[src/rtl/vscale_pkg.sv]
package vscale_pkg;

  typedef enum logic {
    VS_SHRINK  = 1'b0,
    VS_ENLARGE = 1'b1
  } vs_mode_e;

endpackage

[src/rtl/vscale_coef_regs.sv]
module vscale_coef_regs
  import vscale_pkg::*;
#(
  parameter int FRAC_W = 16
) (
  input  logic              clk,
  input  logic              rst_n,
  input  logic              wr_en,
  input  logic [FRAC_W-1:0] wr_coef,
  input  logic              wr_up,
  input  logic              restart,
  output logic [FRAC_W-1:0] eff_coef,
  output vs_mode_e          eff_mode,
  output vs_mode_e          act_mode
);

  logic [FRAC_W-1:0] pend_coef_q, pend_coef_d;
  vs_mode_e          pend_mode_q, pend_mode_d;
  logic [FRAC_W-1:0] act_coef_q, act_coef_d;
  vs_mode_e          act_mode_q, act_mode_d;

  always_comb begin
    pend_coef_d = pend_coef_q;
    pend_mode_d = pend_mode_q;
    if (wr_en) begin
      pend_coef_d = wr_coef;
      pend_mode_d = wr_up ? VS_ENLARGE : VS_SHRINK;
    end
    act_coef_d = act_coef_q;
    act_mode_d = act_mode_q;
    if (restart) begin
      act_coef_d = pend_coef_q;
      act_mode_d = pend_mode_q;
    end
  end

  always_ff @(posedge clk or negedge rst_n) begin
    if (!rst_n) begin
      pend_coef_q <= '0;
      pend_mode_q <= VS_SHRINK;
      act_coef_q  <= '0;
      act_mode_q  <= VS_SHRINK;
    end else begin
      pend_coef_q <= pend_coef_d;
      pend_mode_q <= pend_mode_d;
      act_coef_q  <= act_coef_d;
      act_mode_q  <= act_mode_d;
    end
  end

  // A line coinciding with restart already uses the freshly loaded values.
  assign eff_coef = restart ? pend_coef_q : act_coef_q;
  assign eff_mode = restart ? pend_mode_q : act_mode_q;
  assign act_mode = act_mode_q;

endmodule

[src/rtl/vscale_phase_acc.sv]
module vscale_phase_acc
  import vscale_pkg::*;
#(
  parameter int FRAC_W   = 16,
  parameter int WEIGHT_W = 8
) (
  input  logic                clk,
  input  logic                rst_n,
  input  logic                step,
  input  logic                restart,
  input  logic [FRAC_W-1:0]   coef,
  input  vs_mode_e            mode,
  output logic                fire,
  output logic                twin,
  output logic [WEIGHT_W-1:0] weight
);

  localparam int SUM_W = FRAC_W + 1;

  logic [FRAC_W-1:0] acc_q, acc_d, base;
  logic [SUM_W-1:0]  sum;
  logic              carry;

  always_comb begin
    base  = restart ? '0 : acc_q;
    sum   = {1'b0, base} + {1'b0, coef};
    carry = sum[FRAC_W];
    acc_d = step ? sum[FRAC_W-1:0] : base;
    fire  = step && ((mode == VS_ENLARGE) || carry);
    twin  = step && (mode == VS_ENLARGE) && carry;
  end

  generate
    if (WEIGHT_W >= FRAC_W) begin : g_wide_weight
      assign weight = {sum[FRAC_W-1:0], {(WEIGHT_W-FRAC_W){1'b0}}};
    end else begin : g_top_weight
      assign weight = sum[FRAC_W-1 -: WEIGHT_W];
    end
  endgenerate

  always_ff @(posedge clk or negedge rst_n) begin
    if (!rst_n) acc_q <= '0;
    else        acc_q <= acc_d;
  end

endmodule

[src/rtl/vscale_line_count.sv]
module vscale_line_count #(
  parameter int LINE_W    = 11,
  parameter bit SAT_COUNT = 1'b1
) (
  input  logic              clk,
  input  logic              rst_n,
  input  logic              step,
  input  logic              restart,
  input  logic              fire,
  input  logic              twin,
  output logic [LINE_W-1:0] line_idx,
  output logic [LINE_W-1:0] in_cnt,
  output logic [LINE_W:0]   out_cnt
);

  localparam int OUT_W = LINE_W + 1;

  logic [LINE_W-1:0] in_q, in_d, in_base;
  logic [OUT_W-1:0]  out_q, out_d, out_base, out_add;
  logic [OUT_W:0]    out_wide;
  logic [LINE_W:0]   in_wide;

  always_comb begin
    in_base  = restart ? '0 : in_q;
    out_base = restart ? '0 : out_q;
    out_add  = {{(OUT_W-1){1'b0}}, fire} + {{(OUT_W-1){1'b0}}, twin};
    in_wide  = {1'b0, in_base} + {{LINE_W{1'b0}}, step};
    out_wide = {1'b0, out_base} + {1'b0, out_add};
  end

  generate
    if (SAT_COUNT) begin : g_sat
      assign in_d  = in_wide[LINE_W]  ? {LINE_W{1'b1}} : in_wide[LINE_W-1:0];
      assign out_d = out_wide[OUT_W]  ? {OUT_W{1'b1}}  : out_wide[OUT_W-1:0];
    end else begin : g_wrap
      logic unused_carry;
      assign unused_carry = in_wide[LINE_W] ^ out_wide[OUT_W];
      assign in_d  = in_wide[LINE_W-1:0];
      assign out_d = out_wide[OUT_W-1:0];
    end
  endgenerate

  always_ff @(posedge clk or negedge rst_n) begin
    if (!rst_n) begin
      in_q  <= '0;
      out_q <= '0;
    end else begin
      in_q  <= in_d;
      out_q <= out_d;
    end
  end

  assign line_idx = in_base;
  assign in_cnt   = in_q;
  assign out_cnt  = out_q;

endmodule

[src/rtl/vscale_accum.sv]
module vscale_accum
  import vscale_pkg::*;
#(
  parameter int FRAC_W   = 16,
  parameter int WEIGHT_W = 8,
  parameter int LINE_W   = 11
) (
  input  logic                clk,
  input  logic                rst_n,
  input  logic                cfg_we,
  input  logic [FRAC_W-1:0]   cfg_coef,
  input  logic                cfg_up,
  input  logic                frame_start,
  input  logic                line_in,
  output logic                out_fire,
  output logic                out_twin,
  output logic [WEIGHT_W-1:0] out_weight,
  output logic [LINE_W-1:0]   out_src_hi,
  output logic [LINE_W-1:0]   out_src_lo,
  output logic [LINE_W-1:0]   in_count,
  output logic [LINE_W:0]     out_count
);

  logic [FRAC_W-1:0]   eff_coef;
  vs_mode_e            eff_mode;
  vs_mode_e            act_mode;
  logic                mode_act_up;
  logic                fire_c, twin_c;
  logic [WEIGHT_W-1:0] weight_c;
  logic [LINE_W-1:0]   idx_c, lo_c;

  vscale_coef_regs #(.FRAC_W(FRAC_W)) u_coef (
    .clk      (clk),
    .rst_n    (rst_n),
    .wr_en    (cfg_we),
    .wr_coef  (cfg_coef),
    .wr_up    (cfg_up),
    .restart  (frame_start),
    .eff_coef (eff_coef),
    .eff_mode (eff_mode),
    .act_mode (act_mode)
  );

  vscale_phase_acc #(.FRAC_W(FRAC_W), .WEIGHT_W(WEIGHT_W)) u_acc (
    .clk     (clk),
    .rst_n   (rst_n),
    .step    (line_in),
    .restart (frame_start),
    .coef    (eff_coef),
    .mode    (eff_mode),
    .fire    (fire_c),
    .twin    (twin_c),
    .weight  (weight_c)
  );

  vscale_line_count #(.LINE_W(LINE_W)) u_cnt (
    .clk      (clk),
    .rst_n    (rst_n),
    .step     (line_in),
    .restart  (frame_start),
    .fire     (fire_c),
    .twin     (twin_c),
    .line_idx (idx_c),
    .in_cnt   (in_count),
    .out_cnt  (out_count)
  );

  assign mode_act_up = (act_mode == VS_ENLARGE);

  // Event register: next state then flops.
  logic                fire_d, twin_d;
  logic [WEIGHT_W-1:0] weight_q, weight_d;
  logic [LINE_W-1:0]   hi_q, hi_d, lo_q, lo_d;
  logic                fire_q, twin_q;

  always_comb begin
    lo_c     = (idx_c == '0) ? '0 : idx_c - 1'b1;
    fire_d   = fire_c;
    twin_d   = twin_c;
    weight_d = weight_q;
    hi_d     = hi_q;
    lo_d     = lo_q;
    if (line_in) begin
      weight_d = weight_c;
      hi_d     = idx_c;
      lo_d     = lo_c;
    end
  end

  always_ff @(posedge clk or negedge rst_n) begin
    if (!rst_n) begin
      fire_q   <= 1'b0;
      twin_q   <= 1'b0;
      weight_q <= '0;
      hi_q     <= '0;
      lo_q     <= '0;
    end else begin
      fire_q   <= fire_d;
      twin_q   <= twin_d;
      weight_q <= weight_d;
      hi_q     <= hi_d;
      lo_q     <= lo_d;
    end
  end

  assign out_fire   = fire_q;
  assign out_twin   = twin_q;
  assign out_weight = weight_q;
  assign out_src_hi = hi_q;
  assign out_src_lo = lo_q;

endmodule

[config.mk]
export PLATFORM = sky130hd
export DESIGN_NAME = vscale_accum
export DESIGN_NICKNAME = d
export VERILOG_FILES = /design/src/rtl/vscale_pkg.sv /design/src/rtl/vscale_coef_regs.sv /design/src/rtl/vscale_phase_acc.sv /design/src/rtl/vscale_line_count.sv /design/src/rtl/vscale_accum.sv
export SDC_FILE = /design/constraint.sdc
export NUM_CORES = 1
export LEC_CHECK = 0
export BUFFER_PORTS_ARGS = -buffer_cell sky130_fd_sc_hd__buf_2
export CORE_MARGIN = 2
export CORE_UTILIZATION = 55
export DETAILED_ROUTE_END_ITERATION = 6
export GPL_TIMING_DRIVEN = 1
export PLACE_DENSITY = 0.76
export SLEW_MARGIN = 20
export SYNTH_ARGS = -nofsm -noshare
export SYNTH_HDL_FRONTEND = slang
export SYNTH_SLANG_ARGS = --single-unit
[constraint.sdc]
create_clock -name clk -period 6.1 [get_ports clk]
set_input_delay 0.915 -clock clk [delete_from_list [all_inputs] [get_ports clk]]
set_output_delay 0.915 -clock clk [all_outputs]
set_load 0.01 [all_outputs]
# Word-level counts from Yosys, hierarchy flattened
# Cells that the tools add are included.
# word_totals
register_bits	105
out_inout_bits	55
# op_classes
addsub	5
muxes	10
n_reduce_logical	5
# ops
operator	n
$mux W16	3
$mux W11	3
$mux W12	2
$add A16 B16 Y17	1
$add A12 B12 Y13	1
$add A11 B1 Y12	1
$logic_not A11 Y1	1
$sub A11 B1 Y11 const B	1
$logic_and A1 B1 Y1	3
$add A1 B1 Y2	1
$mux W1	2
$logic_or A1 B1 Y1	1

# Logic depth before layout (Yosys ltp)
# depth
depth_word	7
mapped_depth	20
ltp_nobuf	17

# Cells and area by module
# A second synthesis with hierarchy kept.
# unflattened
cells_unflattened	503
area_unflattened_um2	5766.8
# modules_own_cells
module	instances	cells_each	area_per_inst_um2	seq_area_each_um2
vscale_phase_acc	1	192	1660.3	400.4
vscale_accum	1	115	1458.9	800.8
vscale_coef_regs	1	72	1371.3	850.8
vscale_line_count	1	124	1276.2	575.6

# Least setup slack after synthesis
# OpenSTA, ideal clock, no wires.
# synth_timing
path_kind	input port to flip-flop
from	input frame_start
to	register u_cnt.out_q[3], in the netlist u_cnt.out_cnt[3]
setup_time_ns	0.087
t_arrival_ns	5.747
required_ns	6.013
path_slack_ns	0.267
cell_stages	20
n_path_buf	3
path_cell_list	clkbuf_1 buf_1 mux2_2 ha_1 fa_1 a21o_1 a221oi_2 o21ai_2 a31oi_1 o21ai_0 o21a_1 ha_1 ha_1 inv_1 fa_1 or3_4 nand2b_1 or3_1 buf_2 o211ai_1
# synth_via
elab_chain_cells	7
elab_cells_between_ends	12
classes_between	3 x add/sub; 5 x mux; 4 x reduce/logical
# synth_lines
item	line_no	text
start, declared	vscale_accum.sv:13	input logic frame_start,
$mux W16	vscale_coef_regs.sv:52	assign eff_coef = restart ? pend_coef_q : act_coef_q;
via eff_coef[0]	vscale_accum.sv:24	logic [FRAC_W-1:0] eff_coef;
$add A16 B16 Y17	vscale_phase_acc.sv:26	sum = {1'b0, base} + {1'b0, coef};
$logic_or A1 B1 Y1	vscale_phase_acc.sv:29	fire = step && ((mode == VS_ENLARGE) || carry);
$logic_and A1 B1 Y1	vscale_phase_acc.sv:29	
via fire_c	vscale_accum.sv:28	logic fire_c, twin_c;
$add A1 B1 Y2	vscale_line_count.sv:26	out_add = {{(OUT_W-1){1'b0}}, fire} + {{(OUT_W-1){1'b0}}, twin};
$add A12 B12 Y13	vscale_line_count.sv:28	out_wide = {1'b0, out_base} + {1'b0, out_add};
$mux W12	vscale_line_count.sv:34	assign out_d = out_wide[OUT_W] ? {OUT_W{1'b1}} : out_wide[OUT_W-1:0];
via u_cnt.out_d[3]	vscale_line_count.sv:19	logic [OUT_W-1:0] out_q, out_d, out_base, out_add;
end signal, assigned	vscale_line_count.sv:49	out_q <= out_d;
end, declared	vscale_line_count.sv:19	
# The timed path passes the listed nets, and every way through them passes these cells.
# A chain may end at the register's enable or synchronous reset.

# Final worst setup path
# layout_timing
from	input frame_start
to	register u_cnt.out_q[8], in the netlist u_cnt.out_cnt[8]
# Same word-level chain as after synthesis.

==> results.txt <==
The tools report the boundary pin count as 77. Global routing used 21.91% of the available tracks. The ratio of total power to cell area was 304.2 mW/mm².

The analysis attributes to cell leakage a power of 2.977 nW. Average via count per standard cell: 5.519. The floorplan die width is 102.1 µm, and the layout filler cell count is 792. The share of cells above drive strength 1 is 28.32%, and the final routed wire length divided by cell count is 15.36 µm. The proportion of register bits with asynchronous set or reset after synthesis came out at 100.0%. After clock tree synthesis, the clock-pin slew on the worst setup and hold paths is 0.10 ns. Traced cell by cell, the critical path runs through buf_2 -> buf_4 -> mux2_2 -> fa_1 -> a21o_1 -> a221oi_2 -> o21ai_2 -> a31oi_1 -> o21ai_0 -> o21a_1 -> ha_1 -> ha_1 -> inv_1 -> fa_1 -> or3_4 -> nand2b_1 -> or3_1 -> o21ai_0. The later pin in the worst-skew pair is clocked with a latency of 0.37 ns.

After global routing the overflow that remains totals 0. Buffer levels on the longest clock path: 2. The area growth from synthesis to layout was 12.78%. The master of the slowest instance on the critical path was sky130_fd_sc_hd__or3_1. The average instance in the mapped netlist occupies 10.81 µm². Setup repair after global routing left no endpoint under its margin. The sequential-to-total area share from yosys stat was 49.61%. The first routing iteration left 120 violations. The core region is 0.009284 mm².

Summing over every cut layer, the via total after detailed routing is 3,830. In the final layout, the multi-input gates occupy 0.002501 mm². Among all flip-flop cells after synthesis, the most frequent one is sky130_fd_sc_hd__dfrtp_1. After clock tree synthesis, the repair step resized 0 gates. Clock tree synthesis selected as its root buffer the cell sky130_fd_sc_hd__clkbuf_8. The cell area after layout was 0.005973 mm²; the top achievable clock speed was 182.5 MHz.

At the end of routability-driven placement, the weighted congestion stood at 0.8571. The number of max-cap violations was 0. For this run, the detailed router's first-pass iteration total came to 4. For this run, the slowest stage of the critical path takes 0.50 ns.

CTS built an H-tree with a depth of 3. The largest fanout of any net on the critical path is 13, and the number of global-route vias before repair is 3,754. Beginning of the worst register-to-register path: u_coef.pend_coef_q[0]$_DFFE_PN0P_. The tools report the unique cell type count in the Yosys netlist as 52.

The initial antenna violation count was 0; the number of cells on the worst reg-to-reg path was 17. The post-synthesis net count is 536, and the share of the synthesized area in the top cell type is 49.61%. In this run the tool buffered the top-level ports with 76 buffer cells.

The flow ran to the end, and the final reports show no timing, DRC or antenna violations. Critical path endpoint category: a register. Buffers inserted to repair hold after CTS numbered 0.

For the pin with the worst max-slew slack, the measured transition is 0.8719 ns. The worst path uses 89.81% of the clock period. The clock buffer count from CTS was 9. The peak supply drop came out at 0.0001473 V.

The startpoint kind of the worst setup timing path is a primary input. The run gives 10,660 µm as the total routed wirelength. TritonCTS built the clock tree. For the final-layout setup total negative slack, the log shows 0 ns. The critical path contains buffers and inverters numbering 3 combined. The worst hold path class was in -> async.

The Yosys step of the flow raised 0 warnings. The post-DP HPWL came out at 7699 µm. For the register area, the log shows 0.002628 mm². Flop and latch count out of synthesis: 105. The number of nets with antenna violations after detailed routing came out at 0. For this run, the post-layout net count is 606. The floorplan has 35 rows. Cell type with the largest total area after synthesis: sky130_fd_sc_hd__dfrtp_1. Yosys mapped a number of flops with a built-in enable equal to 0. For the max-slew violation total from the final report, the log shows 0.

After technology mapping, the gate count stands at 490. The run gives 0.005793 mm² as the post-detailed-placement cell area. The data arrival time of the critical path came out at 5.76 ns. Yosys attributes the largest share of cell area to sky130_fd_sc_hd__dfrtp_1 (50%), sky130_fd_sc_hd__mux2_2 (11%), sky130_fd_sc_hd__ha_1 (5.2%). Measured along the y axis, the die boundary spans 102.1 µm. The cell area after synthesis came out at 0.005296 mm². The clock period could shrink to 5.478 ns. Cell family with the largest share of critical-path delay: compound AO/OA/AOI/OAI gates.

In the routed design, unresolved DRC markers number 0. The worst pin sits at a relative slew slack of 41.87%. The die covers 0.01043 mm². The clock skew is 0.01463 ns. STA puts the critical path data required time at 6.39 ns. Entering global routing, the biggest net connects 71 pins. The final setup violation count is 0, and the setup slack on the worst flop-to-flop path is 1.05 ns. The critical path is of the in -> reg type. After clock tree synthesis, the setup repair step added 0 buffers.

The repair_antennas step left the layout with diodes totalling 0. The run gives 0 as the final number of hold-violating endpoints. The initial utilization of the core area, before any placement, comes to 57.05%.

The first global-routing pass estimated 17,790 µm of wire. The number of sinks driven by the clock tree was 105. The endpoint identified for the worst register-to-register timing path is u_cnt.out_cnt[8]$_DFF_PN0_.
## where the power goes
group          switching, mW  internal, mW
logic                  0.305         0.257
registers             0.0430         0.809
clock network          0.239         0.164
total                  0.587          1.23
## layout by cell type (no fill, tap or decap), types with 20 or more instances in the layout
cell / netlist / final
sky130_fd_sc_hd__inv_1: 21 / 21
sky130_fd_sc_hd__a21oi_1: 20 / 20
sky130_fd_sc_hd__buf_2: 1 / 75
sky130_fd_sc_hd__mux2_2: 52 / 52
sky130_fd_sc_hd__xnor2_1: 22 / 22
sky130_fd_sc_hd__nor2_1: 26 / 26
sky130_fd_sc_hd__ha_1: 22 / 22
sky130_fd_sc_hd__o21ai_0: 25 / 25
sky130_fd_sc_hd__nor2b_1: 27 / 27
sky130_fd_sc_hd__nand2_1: 39 / 39
sky130_fd_sc_hd__dfrtp_1: 105 / 105
## how the worst max path moves through the flow
stage	depth (start not counted)	endpoint	slack, ns	start
after global placement	18	u_cnt.out_cnt[3]$_DFF_PN0_	0.39	frame_start
after floorplan	20	u_cnt.out_cnt[3]$_DFF_PN0_	0.27	frame_start
after detailed placement	18	u_cnt.out_cnt[8]$_DFF_PN0_	0.22	frame_start
after CTS	18	u_cnt.out_cnt[8]$_DFF_PN0_	0.60	frame_start
after global routing	18	u_cnt.out_cnt[4]$_DFF_PN0_	0.28	frame_start
final	18	u_cnt.out_cnt[8]$_DFF_PN0_	0.62	frame_start
## synthesized netlist by cell type, types with 2 or more instances
master and instances:
sky130_fd_sc_hd__a211oi_1 2, sky130_fd_sc_hd__a21bo_2 2, sky130_fd_sc_hd__a21o_1 8, sky130_fd_sc_hd__a21oi_1 20, sky130_fd_sc_hd__a22o_1 2, sky130_fd_sc_hd__a31o_2 2, sky130_fd_sc_hd__a31oi_1 4, sky130_fd_sc_hd__and3_1 9
sky130_fd_sc_hd__buf_1 5, sky130_fd_sc_hd__clkbuf_1 15, sky130_fd_sc_hd__dfrtp_1 105, sky130_fd_sc_hd__fa_1 2, sky130_fd_sc_hd__ha_1 22, sky130_fd_sc_hd__inv_1 21, sky130_fd_sc_hd__mux2_2 52, sky130_fd_sc_hd__mux2i_1 2
sky130_fd_sc_hd__nand2_1 39, sky130_fd_sc_hd__nand2b_1 6, sky130_fd_sc_hd__nand3_1 10, sky130_fd_sc_hd__nand4_1 3, sky130_fd_sc_hd__nor2_1 26, sky130_fd_sc_hd__nor2b_1 27, sky130_fd_sc_hd__nor3_1 5, sky130_fd_sc_hd__nor3b_1 5
sky130_fd_sc_hd__nor4_1 3, sky130_fd_sc_hd__o211ai_1 8, sky130_fd_sc_hd__o21a_1 4, sky130_fd_sc_hd__o21ai_0 25, sky130_fd_sc_hd__o21ai_1 2, sky130_fd_sc_hd__o22ai_1 3, sky130_fd_sc_hd__o311ai_0 2, sky130_fd_sc_hd__o31ai_1 2
sky130_fd_sc_hd__or3_1 2, sky130_fd_sc_hd__xnor2_1 22, sky130_fd_sc_hd__xor2_1 6
## logic make-up after synthesis
| family | after synthesis | synth area share (%) |
|---|---|---|
| flops | 105 | 49.61 |
| fa+ha+maj | 24 | 5.953 |
| simple gates | 142 | 13.68 |
| compound gates | 92 | 11.32 |
| mux | 55 | 11.65 |
| buf+inv | 44 | 3.165 |
| xor+xnor | 28 | 4.630 |
## through the flow
step / utilization (%) / setup slack (ns) / power, mW / hold WS (ns) / instances
3_5_place_dp: 62.40 / 0.2182 / 1.430 / 0.4722 / 678
3_3_place_gp: 62.40 / 0.3858 / 1.414 / 0.4632 / 678
2_1_floorplan: - / 0.2666 / 1.267 / 0.4750 / 490
5_1_grt: 64.34 / 0.2787 / 1.944 / 0.5066 / 694
6_report: 64.34 / 0.6219 / 1.817 / 0.4921 / 694
4_1_cts: 64.34 / 0.6042 / 1.837 / 0.4936 / 694
## area by class of cell
class,count,share of cell area [%]
clock buffers,11,2.367
repair buffers,81,7.038
clock inverters,5,0.6494
inverters,22,1.382
flip-flops and latches,105,43.99
multi-input cells,341,41.87
well taps,129,2.702
## layer usage
metal / share of wire (%) / global-route usage, %
met2: 48 / 36.64
met1: 45 / 28.80
met4: 1.8 / 7.487
met3: 4.9 / 4.241
met5: 0 / 0
## registers in the layout, indices dropped and copies added, names as in the netlist
| signal | count |
|---|---|
| out_fire | 1 |
| u_coef.pend_coef_q | 16 |
| u_coef.act_coef_q | 16 |
| u_acc.acc_q | 16 |
| u_cnt.out_cnt | 12 |
| out_src_lo | 11 |
| u_coef.act_mode | 1 |
| u_coef.pend_mode_q | 1 |
| out_twin | 1 |
| out_src_hi | 11 |
| u_cnt.in_cnt | 11 |
| out_weight | 8 |
No activity file was read; power rests on OpenSTA's default activity.
